<file path="config.mk">
export PLATFORM = sky130hd
export DESIGN_NAME = fill_engine
export DESIGN_NICKNAME = d
export VERILOG_FILES = /design/src/rtl/fill_pkg.sv /design/src/rtl/fill_regs.sv /design/src/rtl/fill_arb.sv /design/src/rtl/fill_seq.sv /design/src/rtl/fill_engine.sv
export SDC_FILE = /design/constraint.sdc
export NUM_CORES = 1
export LEC_CHECK = 0
export ABC_AREA = 1
export BUFFER_PORTS_ARGS = -buffer_cell sky130_fd_sc_hd__buf_2
export CELL_PAD_IN_SITES_DETAIL_PLACEMENT = 0
export CELL_PAD_IN_SITES_GLOBAL_PLACEMENT = 1
export CORE_ASPECT_RATIO = 0.9
export CORE_MARGIN = 10
export CORE_UTILIZATION = 40
export DETAILED_ROUTE_END_ITERATION = 7
export PLACE_DENSITY_LB_ADDON = 0.1
export SLEW_MARGIN = 0
export SYNTH_ARGS = -nofsm -noshare
export SYNTH_HDL_FRONTEND = slang
export SYNTH_SLANG_ARGS = --single-unit
</file>
<file path="constraint.sdc">
create_clock -name clk_i -period 2.14 [get_ports clk_i]
set_clock_uncertainty 0.2 [all_clocks]
set_input_delay 0.107 -clock clk_i [delete_from_list [all_inputs] [get_ports clk_i]]
set_output_delay 0.107 -clock clk_i [all_outputs]
set_load 0.05 [all_outputs]
</file>
<file path="src/rtl/fill_pkg.sv">
package fill_pkg;
  localparam logic [31:0] WIN_BASE    = 32'h1EF0_0000;
  localparam int          REGS_PER_CH = 3;

  typedef enum logic [1:0] {
    SZ_BYTE  = 2'd0,
    SZ_HALF  = 2'd1,
    SZ_WORD  = 2'd2,
    SZ_DWORD = 2'd3
  } acc_size_e;

  typedef struct packed {
    logic [31:0] start_a;
    logic [31:0] end_a;
    logic [31:0] pattern;
  } fill_cfg_t;

  function automatic logic [31:0] bswap32(input logic [31:0] v);
    return {v[7:0], v[15:8], v[23:16], v[31:24]};
  endfunction
endpackage

</file>
<file path="src/rtl/fill_regs.sv">
module fill_regs
  import fill_pkg::*;
#(
  parameter int NUM_CH = 2
) (
  input  logic              clk_i,
  input  logic              rst_ni,
  input  logic              req_i,
  input  logic              we_i,
  input  logic [31:0]       addr_i,
  input  logic [1:0]        size_i,
  input  logic [31:0]       wdata_i,
  input  logic [NUM_CH-1:0] busy_i,
  input  logic [NUM_CH-1:0] take_i,
  output logic [31:0]       rdata_o,
  output fill_cfg_t         cfg_o [NUM_CH],
  output logic [NUM_CH-1:0] pend_o
);
  localparam int          NUM_REGS = REGS_PER_CH * NUM_CH + 1;
  localparam logic [29:0] STAT_IDX = 30'(REGS_PER_CH * NUM_CH);

  logic [31:0] off;
  logic [29:0] idx;
  logic        hit, wr_hit;
  logic [31:0] rd_mux;

  assign off    = addr_i - WIN_BASE;
  assign idx    = off[31:2];
  assign hit    = req_i && (size_i == SZ_WORD) && (off[1:0] == 2'b00) && (idx < 30'(NUM_REGS));
  assign wr_hit = hit && we_i;

  for (genvar c = 0; c < NUM_CH; c++) begin : g_ch
    localparam logic [29:0] I_START = 30'(c * REGS_PER_CH);
    localparam logic [29:0] I_END   = 30'(c * REGS_PER_CH + 1);
    localparam logic [29:0] I_PAT   = 30'(c * REGS_PER_CH + 2);
    logic trig;

    // start command only counts when the channel has a non-zero start address
    assign trig = wr_hit && (idx == I_PAT) && (cfg_o[c].start_a != 32'd0);

    always_ff @(posedge clk_i or negedge rst_ni) begin
      if (!rst_ni) begin
        cfg_o[c]  <= '0;
        pend_o[c] <= 1'b0;
      end else begin
        if (wr_hit && idx == I_START) cfg_o[c].start_a <= wdata_i;
        if (wr_hit && idx == I_END)   cfg_o[c].end_a   <= wdata_i;
        if (wr_hit && idx == I_PAT)   cfg_o[c].pattern <= wdata_i;
        pend_o[c] <= (pend_o[c] & ~take_i[c]) | trig;
      end
    end
  end

  always_comb begin
    rd_mux = '0;
    if (idx == STAT_IDX) rd_mux = 32'(busy_i);
    for (int c = 0; c < NUM_CH; c++) begin
      if (idx == 30'(c * REGS_PER_CH))     rd_mux = cfg_o[c].start_a;
      if (idx == 30'(c * REGS_PER_CH + 1)) rd_mux = cfg_o[c].end_a;
      if (idx == 30'(c * REGS_PER_CH + 2)) rd_mux = cfg_o[c].pattern;
    end
  end

  always_ff @(posedge clk_i or negedge rst_ni) begin
    if (!rst_ni)              rdata_o <= '0;
    else if (req_i && !we_i)  rdata_o <= hit ? rd_mux : 32'd0;
  end
endmodule

</file>
<file path="src/rtl/fill_arb.sv">
module fill_arb #(
  parameter int NUM_CH = 2,
  localparam int CH_W = (NUM_CH > 1) ? $clog2(NUM_CH) : 1
) (
  input  logic [NUM_CH-1:0] pend_i,
  input  logic              idle_i,
  output logic [NUM_CH-1:0] take_o,
  output logic [CH_W-1:0]   sel_o
);
  // lowest channel number wins
  always_comb begin
    sel_o = '0;
    for (int i = NUM_CH - 1; i >= 0; i--) begin
      if (pend_i[i]) sel_o = CH_W'(i);
    end
    take_o = '0;
    if (idle_i && (|pend_i)) take_o[sel_o] = 1'b1;
  end
endmodule

</file>
<file path="src/rtl/fill_seq.sv">
module fill_seq
  import fill_pkg::*;
#(
  parameter int NUM_CH = 2,
  localparam int CH_W = (NUM_CH > 1) ? $clog2(NUM_CH) : 1
) (
  input  logic              clk_i,
  input  logic              rst_ni,
  input  logic              start_i,
  input  logic [CH_W-1:0]   sel_i,
  input  fill_cfg_t         cfg_i [NUM_CH],
  input  logic              mem_ready_i,
  output logic              mem_valid_o,
  output logic [31:0]       mem_addr_o,
  output logic [31:0]       mem_data_o,
  output logic [NUM_CH-1:0] irq_o,
  output logic [NUM_CH-1:0] run_o,
  output logic              idle_o
);
  logic            active;
  logic [CH_W-1:0] ch;
  logic [32:0]     cur;   // extra bit stops wrap at the top of the address space
  logic [31:0]     lim;
  logic [31:0]     pat;
  logic            more;

  assign more        = cur < {1'b0, lim};
  assign idle_o      = !active;
  assign mem_valid_o = active && more;
  assign mem_addr_o  = cur[31:0];
  assign mem_data_o  = bswap32(pat);

  always_comb begin
    run_o = '0;
    if (active) run_o[ch] = 1'b1;
  end

  always_ff @(posedge clk_i or negedge rst_ni) begin
    if (!rst_ni) begin
      active <= 1'b0;
      ch     <= '0;
      cur    <= '0;
      lim    <= '0;
      pat    <= '0;
      irq_o  <= '0;
    end else begin
      irq_o <= '0;
      if (!active) begin
        if (start_i) begin
          active <= 1'b1;
          ch     <= sel_i;
          cur    <= {1'b0, cfg_i[sel_i].start_a[31:2], 2'b00};
          lim    <= cfg_i[sel_i].end_a;
          pat    <= cfg_i[sel_i].pattern;
        end
      end else if (more) begin
        if (mem_ready_i) cur <= cur + 33'd4;
      end else begin
        active    <= 1'b0;
        irq_o[ch] <= 1'b1;
      end
    end
  end
endmodule

</file>
<file path="src/rtl/fill_engine.sv">
module fill_engine
  import fill_pkg::*;
#(
  parameter int NUM_CH = 2,
  localparam int CH_W = (NUM_CH > 1) ? $clog2(NUM_CH) : 1
) (
  input  logic              clk_i,
  input  logic              rst_ni,
  input  logic              req_i,
  input  logic              we_i,
  input  logic [31:0]       addr_i,
  input  logic [1:0]        size_i,
  input  logic [31:0]       wdata_i,
  output logic [31:0]       rdata_o,
  output logic              mem_valid_o,
  input  logic              mem_ready_i,
  output logic [31:0]       mem_addr_o,
  output logic [31:0]       mem_data_o,
  output logic [NUM_CH-1:0] irq_o
);
  fill_cfg_t         cfg [NUM_CH];
  logic [NUM_CH-1:0] pend, take, run, busy_w;
  logic [CH_W-1:0]   sel;
  logic              idle;

  assign busy_w = pend | run;

  fill_regs #(.NUM_CH(NUM_CH)) u_regs (
    .clk_i, .rst_ni, .req_i, .we_i, .addr_i, .size_i, .wdata_i,
    .busy_i(busy_w), .take_i(take), .rdata_o, .cfg_o(cfg), .pend_o(pend)
  );

  fill_arb #(.NUM_CH(NUM_CH)) u_arb (
    .pend_i(pend), .idle_i(idle), .take_o(take), .sel_o(sel)
  );

  fill_seq #(.NUM_CH(NUM_CH)) u_seq (
    .clk_i, .rst_ni, .start_i(|take), .sel_i(sel), .cfg_i(cfg),
    .mem_ready_i, .mem_valid_o, .mem_addr_o, .mem_data_o,
    .irq_o, .run_o(run), .idle_o(idle)
  );
endmodule

</file>
==> metrics.txt, run 1 <==
Post-Syn Instances 2101; # DRC 0; Final Cycle Share 125%; Power Density 634 nW/um^2; Worst R2R Path Depth 15; FFs w/ async S/R, synth 100%; # diodes 0; syn avg cell area 7.83 um^2; most common cell in the netlist nand2_1; fin util 52.2%; number of synthesized flops with an enable pin 0; global-route usage over all layers 24.3%; full die area 49600 um^2; slew margin rel. 60.8%; pin count of the biggest net entering global routing 66; die height 212 um; number of DRC markers in iteration 0 1729; Max Clk Rate 375 MHz; clock buffer depth 3; HP Class in2reg; first-pass GRT wire length 93200 um; Post-DRT Antenna Nets 0; vias per cell 5.32; cts bufs inserted 38; internal power 10500 uW; CP required 1.83 ns; Post-synth top cells nand2_1 (525), o21ai_0 (347), dfrtp_1 (325); met2 usage 34.6%; GR peak layer met1; floorplan row count 70; CTS clk-pin slew, worst paths 0.06 ns; worst-margin pin slew 0.582 ns; Post-synth top flop dfrtp_1; post-layout min period 2.67 ns; Synth Cell Area 16400 um^2; CTS tree built; Root Driver clkbuf_16; Logic pwr share 3.1%; CP Capture Type output pin; kind of critical path reg2out; worst-skew pair later-pin latency 0.55 ns; drt pass-1 iters 5; post-synthesis cell type count 39; IO Pins 170; Final setup viols 35; nets 2495; leakage 0.0105 uW; Die X 234 um; sequential power share 45.7%; Pwr Total 13400 uW; H-tree depth 2; pre-CTS WS -0.228 ns; largest cells by area after synthesis dfrtp_1 (49%), nand2_1 (12%), o21ai_0 (11%), a21oi_1 (5.1%), inv_1 (4.0%); top cell type's share of synthesized area 49.4%; initial antenna violation count 1; Synth warnings 0; layout cells sized above 1 20.9%; GP Congestion 0.866; RSZ-0062 raised after global routing yes; CTS sink cnt 325; Post-Place Cells 2843; Final TNS setup -13.42 ns; Clk pwr share 51.2%; Non-Filler Instances 2961; I/O Buffers 167; sw frac 22.2%; DR WL/cell 20.6 um; switching power 2990 uW; status finished with violations; dpl hpwl 43300 um; number of global-route vias before repair 15100; sequential area share after synthesis 49.4%; startpoint types flip-flop; Slew Limit Fails 0; failing checks setup timing; Final Hold Viols 0; VDD IR max 0.000526 V; Worst Path Max Fanout 3; cell taking the most area after synthesis dfrtp_1; Setup WS post-layout -0.527 ns; detailed-route wire length 60900 um; # Max-Cap Violations 0; #FFs+latches synth 325; met3 Track Usage GR 5.34%; Hold Path Cell Cnt 5; met1 Use GR 36.9%; CP arrival 2.36 ns; core area 40600 um^2; via count 15800; Area Growth Syn to Fin 28.9%; GRT Residual Overflow 0; Initial Util 40.5%
metal layers:
layer	part of all wire [%]	up-vias	routed length, um
li1	-	7501	-
met1	49	7627	29700
met2	42	569	25400
met3	8.2	53	4970
met4	1.5	0	893
met5	0	-	0
logic make-up (layout without fill, tap and decap cells):
group	after synthesis	after routing	synth area share, %
XOR/XNOR	12	12	0.639
other	1	2	0.0228
multiplexers	1	1	0.0609
buffers and inverters	328	647	8.58
flip-flops	325	325	49.4
AND/OR/NAND/NOR	841	841	21.4
AO/OA/AOI/OAI	562	562	17.4
adder cells (fa/ha/maj)	31	31	2.36
layout make-up:
class                   instances  area, um^2
multi-input cells            1449        7190
clock buffers                  55        1140
fillers                      3917       19400
clock inverters                13         175
inverters                     177         666
flip-flops and latches        325        8140
repair buffers                402        3230
well taps                     540         676
state kept, by name, indices dropped and copies added (netlist names):
signal / cells
u_seq.ch: 1
u_seq.active: 1
u_seq.pat: 32
u_seq.lim: 32
u_regs.pend_o: 2
u_regs.cfg_o: 192
u_seq.irq_o: 2
u_seq.cur: 31
u_regs.rdata_o: 32
cell usage in the layout, fill, tap and decap left out, types with 3 or more instances in the layout:
cell / instances
nand2_1: 517
o21ai_0: 344
dfrtp_1: 323
buf_2: 165
inv_1: 163
a21oi_1: 159
buf_4: 158
nor2_1: 115
nand3_1: 86
nor3_1: 46
clkbuf_16: 40
dlygate4sd3_1: 35
o22ai_1: 33
buf_12: 30
ha_1: 21
nand4_1: 18
nor4_1: 15
inv_2: 13
o21ai_1: 11
nor2_2: 10
xor2_1: 10
ha_4: 10
clkbuf_8: 10
nand2_2: 9
a21oi_2: 9
nand3_2: 7
clkinv_2: 7
buf_8: 7
clkbuf_1: 6
nor2_4: 4
bufinv_16: 4
buf_16: 4
nor3_2: 3
or2_2: 3
what timing repair did:
item / CTS / global route
hold buffers: 36 / 0
hold endpoints to repair: 556 / 0
resized for setup: 29 / 37
pin swaps: 6 / 19
cloned: 3 / 1
buffers inserted: 5 / 5
endpoints found under the setup margin: 32 / 37
worst paths after layout:
check	to	slack, ns	from
worst max-delay path	mem_valid_o	-0.53	u_seq.cur[8]
worst min register to register	u_regs.rdata_o[16]	0.27	u_regs.rdata_o[16]
worst max register to register	u_seq.cur[13]	-0.45	u_seq.cur[8]
min in group asynchronous	u_seq.lim[7]	0.03	rst_ni
worst min-delay path	u_regs.rdata_o[2]	0.02	we_i
max in group asynchronous	u_regs.cfg_o[160]	1.35	rst_ni
power groups by stage:
stage          clock (uW)  combinational [uW]  sequential, uW
4_1_cts              6980                 420            6140
2_1_floorplan           0                70.5            6260
3_3_place_gp            0                 359            6260
3_5_place_dp            0                 363            6260
5_1_grt              7240                 460            6140
6_report             6880                 413            6140
per-stage QoR:
stage          hold WS [ns]  instance area, um^2
3_3_place_gp         -0.141                19000
4_1_cts             0.00978                21000
6_report             0.0248                21200
5_1_grt              0.0561                21200
2_1_floorplan        -0.389                16500
3_5_place_dp         -0.141                19000
worst max-delay path: stages, from the launching register on:
cell	delay, ns
dfrtp_1	0.41
ha_4	0.29
nand4_1	0.16
a21oi_1	0.18
nor2_1	0.08
o21ai_1	0.17
nand2_2	0.09
o2111ai_4	0.11
nor2_4	0.08
buf_6	0.12
buf_8	0.14
(Power assumes the default switching activity.)
==> run 2, diff against run 1 <==
- MAX_ROUTING_LAYER: default -> met4
==> metrics.txt, run 2 (synthesized netlist as in run 1, its figures left out) <==
clock buffer depth 3 (unchanged); worst-skew pair later-pin latency 0.55 ns (about the same); nets 2496 (+0.040%); I/O Buffers 167 (unchanged); CTS clk-pin slew, worst paths 0.06 ns (about the same); GP Congestion 0.880 (+1.6%); Worst path max stage delay 0.37 ns (-0.04 ns); sequential power share 45.8% (about the same); CTS sink cnt 325 (unchanged); # diodes 0 (unchanged); drt pass-1 iters 8 (+3); Hold Path End u_regs.rdata_o[2]; # DRC 0 (unchanged); Initial Util 40.5% (unchanged); GRT Residual Overflow 0 (unchanged); worst r2r src u_seq.cur[8]; CP Capture Type output pin; VDD IR max 0.000526 V (about the same); Clk pwr share 51.2% (about the same); failing checks setup timing; Post-DRT Antenna Nets 0 (unchanged); Setup WS post-layout -0.487 ns (+0.0393 ns); dpl hpwl 43300 um (unchanged); hold_ws 0.0307 ns (+0.00588 ns); core area 40600 um^2 (unchanged); Final setup viols 34 (-2.9%); CP required 1.83 ns (about the same); die height 212 um (unchanged); global-route usage over all layers 25.0% (+0.68 points); pin count of the biggest net entering global routing 66 (unchanged); Slew Limit Fails 0 (unchanged); Max Clk Rate 381 MHz (+1.5%); vias per cell 5.32 (about the same); CP Cell Sequence inv_2, ha_4, a21oi_1, o21ai_2, nor2_2, o21ai_1, nand2_1, o2111ai_4, nor2_4, buf_6, buf_8; floorplan row count 70 (unchanged); pre-CTS WS -0.228 ns (unchanged); slew margin rel. 60.7% (-0.16 points); number of DRC markers in iteration 0 1640 (-5.1%); slowest stage cell, crit path dfrtp_1; Hold Path Cell Cnt 5 (unchanged); initial antenna violation count 1 (unchanged); commonest non-fill, non-tap cell in the layout nand2_1; CTS tree built; most frequent cells in the layout nand2_1 (488), o21ai_0 (345), dfrtp_1 (323); HP Start we_i; HP Class in2reg; IO Pins 170 (unchanged); switching power 2980 uW (-0.42%); detailed-route wire length 61200 um (+0.42%); Die X 234 um (unchanged); Largest Register u_regs.cfg_o; leakage 0.0106 uW (+1.5%); H-tree depth 2 (unchanged); cts bufs inserted 38 (unchanged); Worst R2R Path Depth 16 (+1); first-pass GRT wire length 93200 um (about the same); RSZ-0062 raised after global routing yes; reg2reg end u_seq.cur[19]; via count 15800 (+0.032%); full die area 49600 um^2 (unchanged); CP arrival 2.32 ns (-0.04 ns); FF-to-FF setup slack -0.48 ns (-0.03 ns); internal power 10500 uW (unchanged); Root Driver clkbuf_16; status finished with violations; Final Cycle Share 123% (-1.8 points); max reg flops 192 (unchanged); Final TNS setup -12.99 ns (+0.431 ns); Logic pwr share 3.1% (about the same); startpoint types flip-flop; Area Growth Syn to Fin 30.5%; layout cells sized above 1 23.3% (+2.4 points); kind of critical path reg2out; post-layout min period 2.63 ns (-0.0393 ns); # Max-Cap Violations 0 (unchanged); Power Density 625 nW/um^2 (-1.3%); DR WL/cell 20.7 um (+0.39%); worst-margin pin slew 0.584 ns (+0.00238 ns); Worst Path Max Fanout 3 (unchanged); sw frac 22.2% (-0.073 points); Final Hold Viols 0 (unchanged); number of global-route vias before repair 15200 (+0.092%)
-- run 2: cell types whose count changed in the layout (fill, tap and decap cells not counted), moves of 5 or more --
| cell | previous run | this run |
|---|---|---|
| nand2_1 | 517 | 488 |
| nand2_2 | 9 | 29 |
| nand3_1 | 86 | 70 |
| nand3_2 | 7 | 23 |
| nand2_4 | 0 | 9 |
| inv_1 | 163 | 158 |
| inv_2 | 13 | 18 |
-- run 2: power by group through the flow --
stage / clock network (uW) / logic (uW) / registers, uW
after floorplan: 0 / 70.5 / 6260
after global placement: 0 / 359 / 6260
after detailed placement: 0 / 363 / 6260
after CTS: 6980 / 420 / 6140
after global routing: 7240 / 460 / 6140
final: 6870 / 413 / 6140
-- run 2: metal layers --
metal | global-route usage (%) | share of wire (%) | vias to the layer above
li1 | - | - | 7499
met1 | 37.4 | 49 | 7633
met2 | 34.4 | 42 | 564
met3 | 4.86 | 7.9 | 59
met4 | 4.82 | 1.5 | 0
met5 | - | 0 | -
-- run 2: final cells by class --
class | instances | area (um^2)
flip-flops and latches | 325 | 8140
repair buffers | 403 | 3240
inverters | 177 | 666
clock inverters | 13 | 175
clock buffers | 55 | 1140
well taps | 540 | 676
multi-input cells | 1449 | 7440
fillers | 3895 | 19200
-- run 2: timing repair --
item	in CTS	in global routing
setup endpoints to repair	32	37
resized for setup	29	111
cloned	3	2
setup buffers	5	8
hold buffers	36	0
endpoints found under the hold margin	556	0
pin swaps	6	40
-- run 2: worst max-delay path by stage --
stage,startpoint,endpoint
6_report,u_seq.lim[8],mem_valid_o
5_1_grt,u_seq.lim[22],u_seq.cur[22]
3_3_place_gp,u_seq.cur[24],u_seq.cur[28]
2_1_floorplan,u_seq.cur[14],u_seq.cur[28]
3_5_place_dp,u_seq.cur[6],u_seq.cur[14]
4_1_cts,u_seq.cur[8],mem_valid_o
-- run 2: stage by stage --
stage | utilization [%] | total power (uW) | area (um^2) | std cells
3_5_place_dp | 46.9 | 6620 | 19000 | 2843
5_1_grt | 52.8 | 13800 | 21500 | 2962
4_1_cts | 51.6 | 13500 | 21000 | 2955
6_report | 52.8 | 13400 | 21500 | 2962
2_1_floorplan | - | 6330 | 16500 | 2102
3_3_place_gp | 46.9 | 6620 | 19000 | 2843
-- run 2: worst max-delay path, delay by kind of cell (launching register included) --
family	cells	cell delay, ns
buffers and inverters	3	0.33
AO/OA/AOI/OAI	4	0.45
adder cells (fa/ha/maj)	1	0.21
flip-flops	1	0.37
AND/OR/NAND/NOR	3	0.40
==> run 3, diff against run 2 <==
- SYNTH_HIERARCHICAL: default -> 1
==> metrics.txt, run 3 <==
Final Hold Viols 0 (unchanged); Max Clk Rate 395 MHz (+3.8%); CTS sink cnt 325 (unchanged); post-synthesis cell type count 44 (+13%); sequential area share after synthesis 47.3% (-2.2 points); Post-synth top cells nand2_1 (652), dfrtp_1 (325), o21ai_0 (189); status finished with violations; Hold Path Cell Cnt 7 (+2); CP required 1.83 ns (about the same); full die area 51700 um^2 (+4.2%); Die X 239 um (+2.1%); FF-to-FF setup slack -0.27 ns (+0.21 ns); #FFs+latches synth 325 (unchanged); kind of critical path reg2out; largest cells by area after synthesis dfrtp_1 (47%), nand2_1 (14%), o21ai_0 (5.5%), inv_1 (3.8%), nor2_1 (3.7%); Post-synth top flop dfrtp_1; critical path's most frequent cell nor2_4; initial antenna violation count 2 (+1); slew margin rel. 54.8% (-5.9 points); Post-Place Cells 2918 (+2.6%); DR WL/cell 20.3 um (-1.5%); Post-DRT Antenna Nets 0 (unchanged); leakage 0.0112 uW (+5.0%); HP Class in2reg; worst r2r src u_seq/lim[28]; number of synthesized flops with an enable pin 0 (unchanged); cell taking the most area after synthesis dfrtp_1; Largest Register u_regs/cfg_o; Worst R2R Path Depth 14 (-2); Post-Syn Instances 2213 (+5.3%); number of DRC markers in iteration 0 1607 (-2.0%); GP Congestion 0.868 (-1.3%); CTS clk-pin slew, worst paths 0.06 ns (about the same); core area 42800 um^2 (+5.3%); cts bufs inserted 38 (unchanged); Worst Path Max Fanout 3 (unchanged); HP Start addr_i[3]; Non-Filler Instances 3031 (+2.3%); syn avg cell area 7.78 um^2 (-0.68%); Hold Path End u_regs/rdata_o[0]; pin count of the biggest net entering global routing 65 (-1.5%); fin util 49.9% (-2.9 points); Synth warnings 6 (+6); startpoint types flip-flop; max reg flops 192 (unchanged); FFs w/ async S/R, synth 100% (unchanged); post-layout min period 2.53 ns (-0.0963 ns); top cell type's share of synthesized area 47.3% (-2.2 points); drt pass-1 iters 5 (-3); global-route usage over all layers 24.1% (-0.85 points); dpl hpwl 44300 um (+2.3%); Final Cycle Share 118% (-4.5 points); die height 217 um (+2.1%); Worst path max stage delay 0.40 ns (+0.03 ns); reg2reg end u_seq/cur[8]; worst-margin pin slew 0.678 ns (+0.0944 ns); via count 16000 (+1.7%); most common cell in the netlist nand2_1; I/O Buffers 167 (unchanged); hold_ws 0.0208 ns (-0.00983 ns); most frequent cells in the layout nand2_1 (640), dfrtp_1 (325), o21ai_0 (189); Slew Limit Fails 0 (unchanged); GRT Residual Overflow 0 (unchanged); detailed-route wire length 61700 um (+0.74%); nets 2553 (+2.3%); Area Growth Syn to Fin 24.1%; Final setup viols 32 (-5.9%); number of global-route vias before repair 15500 (+2.1%); RSZ-0062 raised after global routing yes; CP arrival 2.22 ns (-0.10 ns); clock buffer depth 3 (unchanged); slowest stage cell, crit path dfrtp_1; Initial Util 40.2% (-0.26 points); # DRC 0 (unchanged); layout cells sized above 1 21.0% (-2.3 points); Power Density 608 nW/um^2 (-2.8%); Final TNS setup -7.24 ns (+5.75 ns); Pwr Total 13000 uW (-3.3%); commonest non-fill, non-tap cell in the layout nand2_1; Setup WS post-layout -0.391 ns (+0.0963 ns); vias per cell 5.29 (-0.61%); VDD IR max 0.000519 V (-1.4%); worst-skew pair later-pin latency 0.54 ns (about the same); first-pass GRT wire length 95100 um (+2.1%); # Max-Cap Violations 0 (unchanged); CTS tree built; # fillers 4107 (+5.4%); failing checks setup timing; Root Driver clkbuf_16; IO Pins 170 (unchanged); H-tree depth 2 (unchanged); floorplan row count 72 (+2.9%); Synth Cell Area 17200 um^2 (+4.6%); CP Cell Sequence ha_4, nand2_4, nor2_4, nand3_2, nor2_2, nand2_1, nand2_2, nor2_4, nand3_4, clkinvlp_4, buf_8; CP Capture Type output pin
run 3: final cells by class:
class                      count  area (um^2)  share of cell area (%)
timing repair buffer         346         2770                    13.0
antenna                        2         5.00                  0.0234
clock inverter                 6         58.8                   0.275
sequential                   325         8130                    38.1
multi-input combinational   1557         7840                    36.7
inverter                     183          694                    3.25
clock buffer                  57         1150                    5.40
tap                          555          694                    3.25
run 3: repair_timing:
action | 4_1_cts | 5_1_grt
endpoints found under the setup margin | 33 | 36
cloned | 2 | 1
endpoints found under the hold margin | 550 | 0
buffers inserted | 5 | 6
pin swaps | 17 | 28
gates resized for setup | 35 | 50
hold buffers | 36 | 0
run 3: worst max-delay path, delay by kind of cell (launching register included):
kind,cells,cell delay [ns]
fa+ha+maj,1,0.29
buf+inv,2,0.29
flops,1,0.40
simple gates,8,0.71
run 3: worst max-delay path by stage:
stage	from	to	slack (ns)	cells after the start
2_1_floorplan	u_seq/cur[24]	u_seq/cur[32]	0.004	12
3_3_place_gp	u_seq/cur[28]	u_seq/cur[16]	-0.10	13
3_5_place_dp	u_seq/lim[8]	u_seq/cur[16]	-0.13	14
4_1_cts	u_seq/cur[6]	mem_valid_o	-0.40	11
5_1_grt	u_seq/cur[15]	mem_valid_o	-0.49	11
6_report	u_seq/cur[16]	mem_valid_o	-0.39	11
run 3: logic make-up after synthesis:
group | Yosys count | synth area share, %
compound gates | 494 | 15.6
xor+xnor | 8 | 0.407
fa+ha+maj | 31 | 2.25
buf+inv | 332 | 9.26
flops | 325 | 47.3
other cells | 1 | 0.0218
simple gates | 1022 | 25.2
run 3: metal layers:
layer | global-route usage, % | vias to the layer above | share of wire, % | wire, um
li1 | - | 7677 | - | -
met1 | 37.1 | 7719 | 51 | 31400
met2 | 32.6 | 558 | 41 | 25200
met3 | 3.66 | 70 | 6.6 | 4040
met4 | 4.93 | 0 | 1.7 | 1070
met5 | - | - | 0 | 0
run 3: power by group:
part	internal, uW	leakage (uW)	switching (uW)
Clock	3820	0.000602	2580
Combinational	140	0.00601	300
Sequential	6150	0.00454	0
run 3: through the flow:
step | cell area (um^2) | setup WS (ns)
2_1_floorplan | 17200 | 0.00448
3_3_place_gp | 19200 | -0.104
3_5_place_dp | 19200 | -0.127
4_1_cts | 21100 | -0.403
5_1_grt | 21400 | -0.486
6_report | 21400 | -0.391
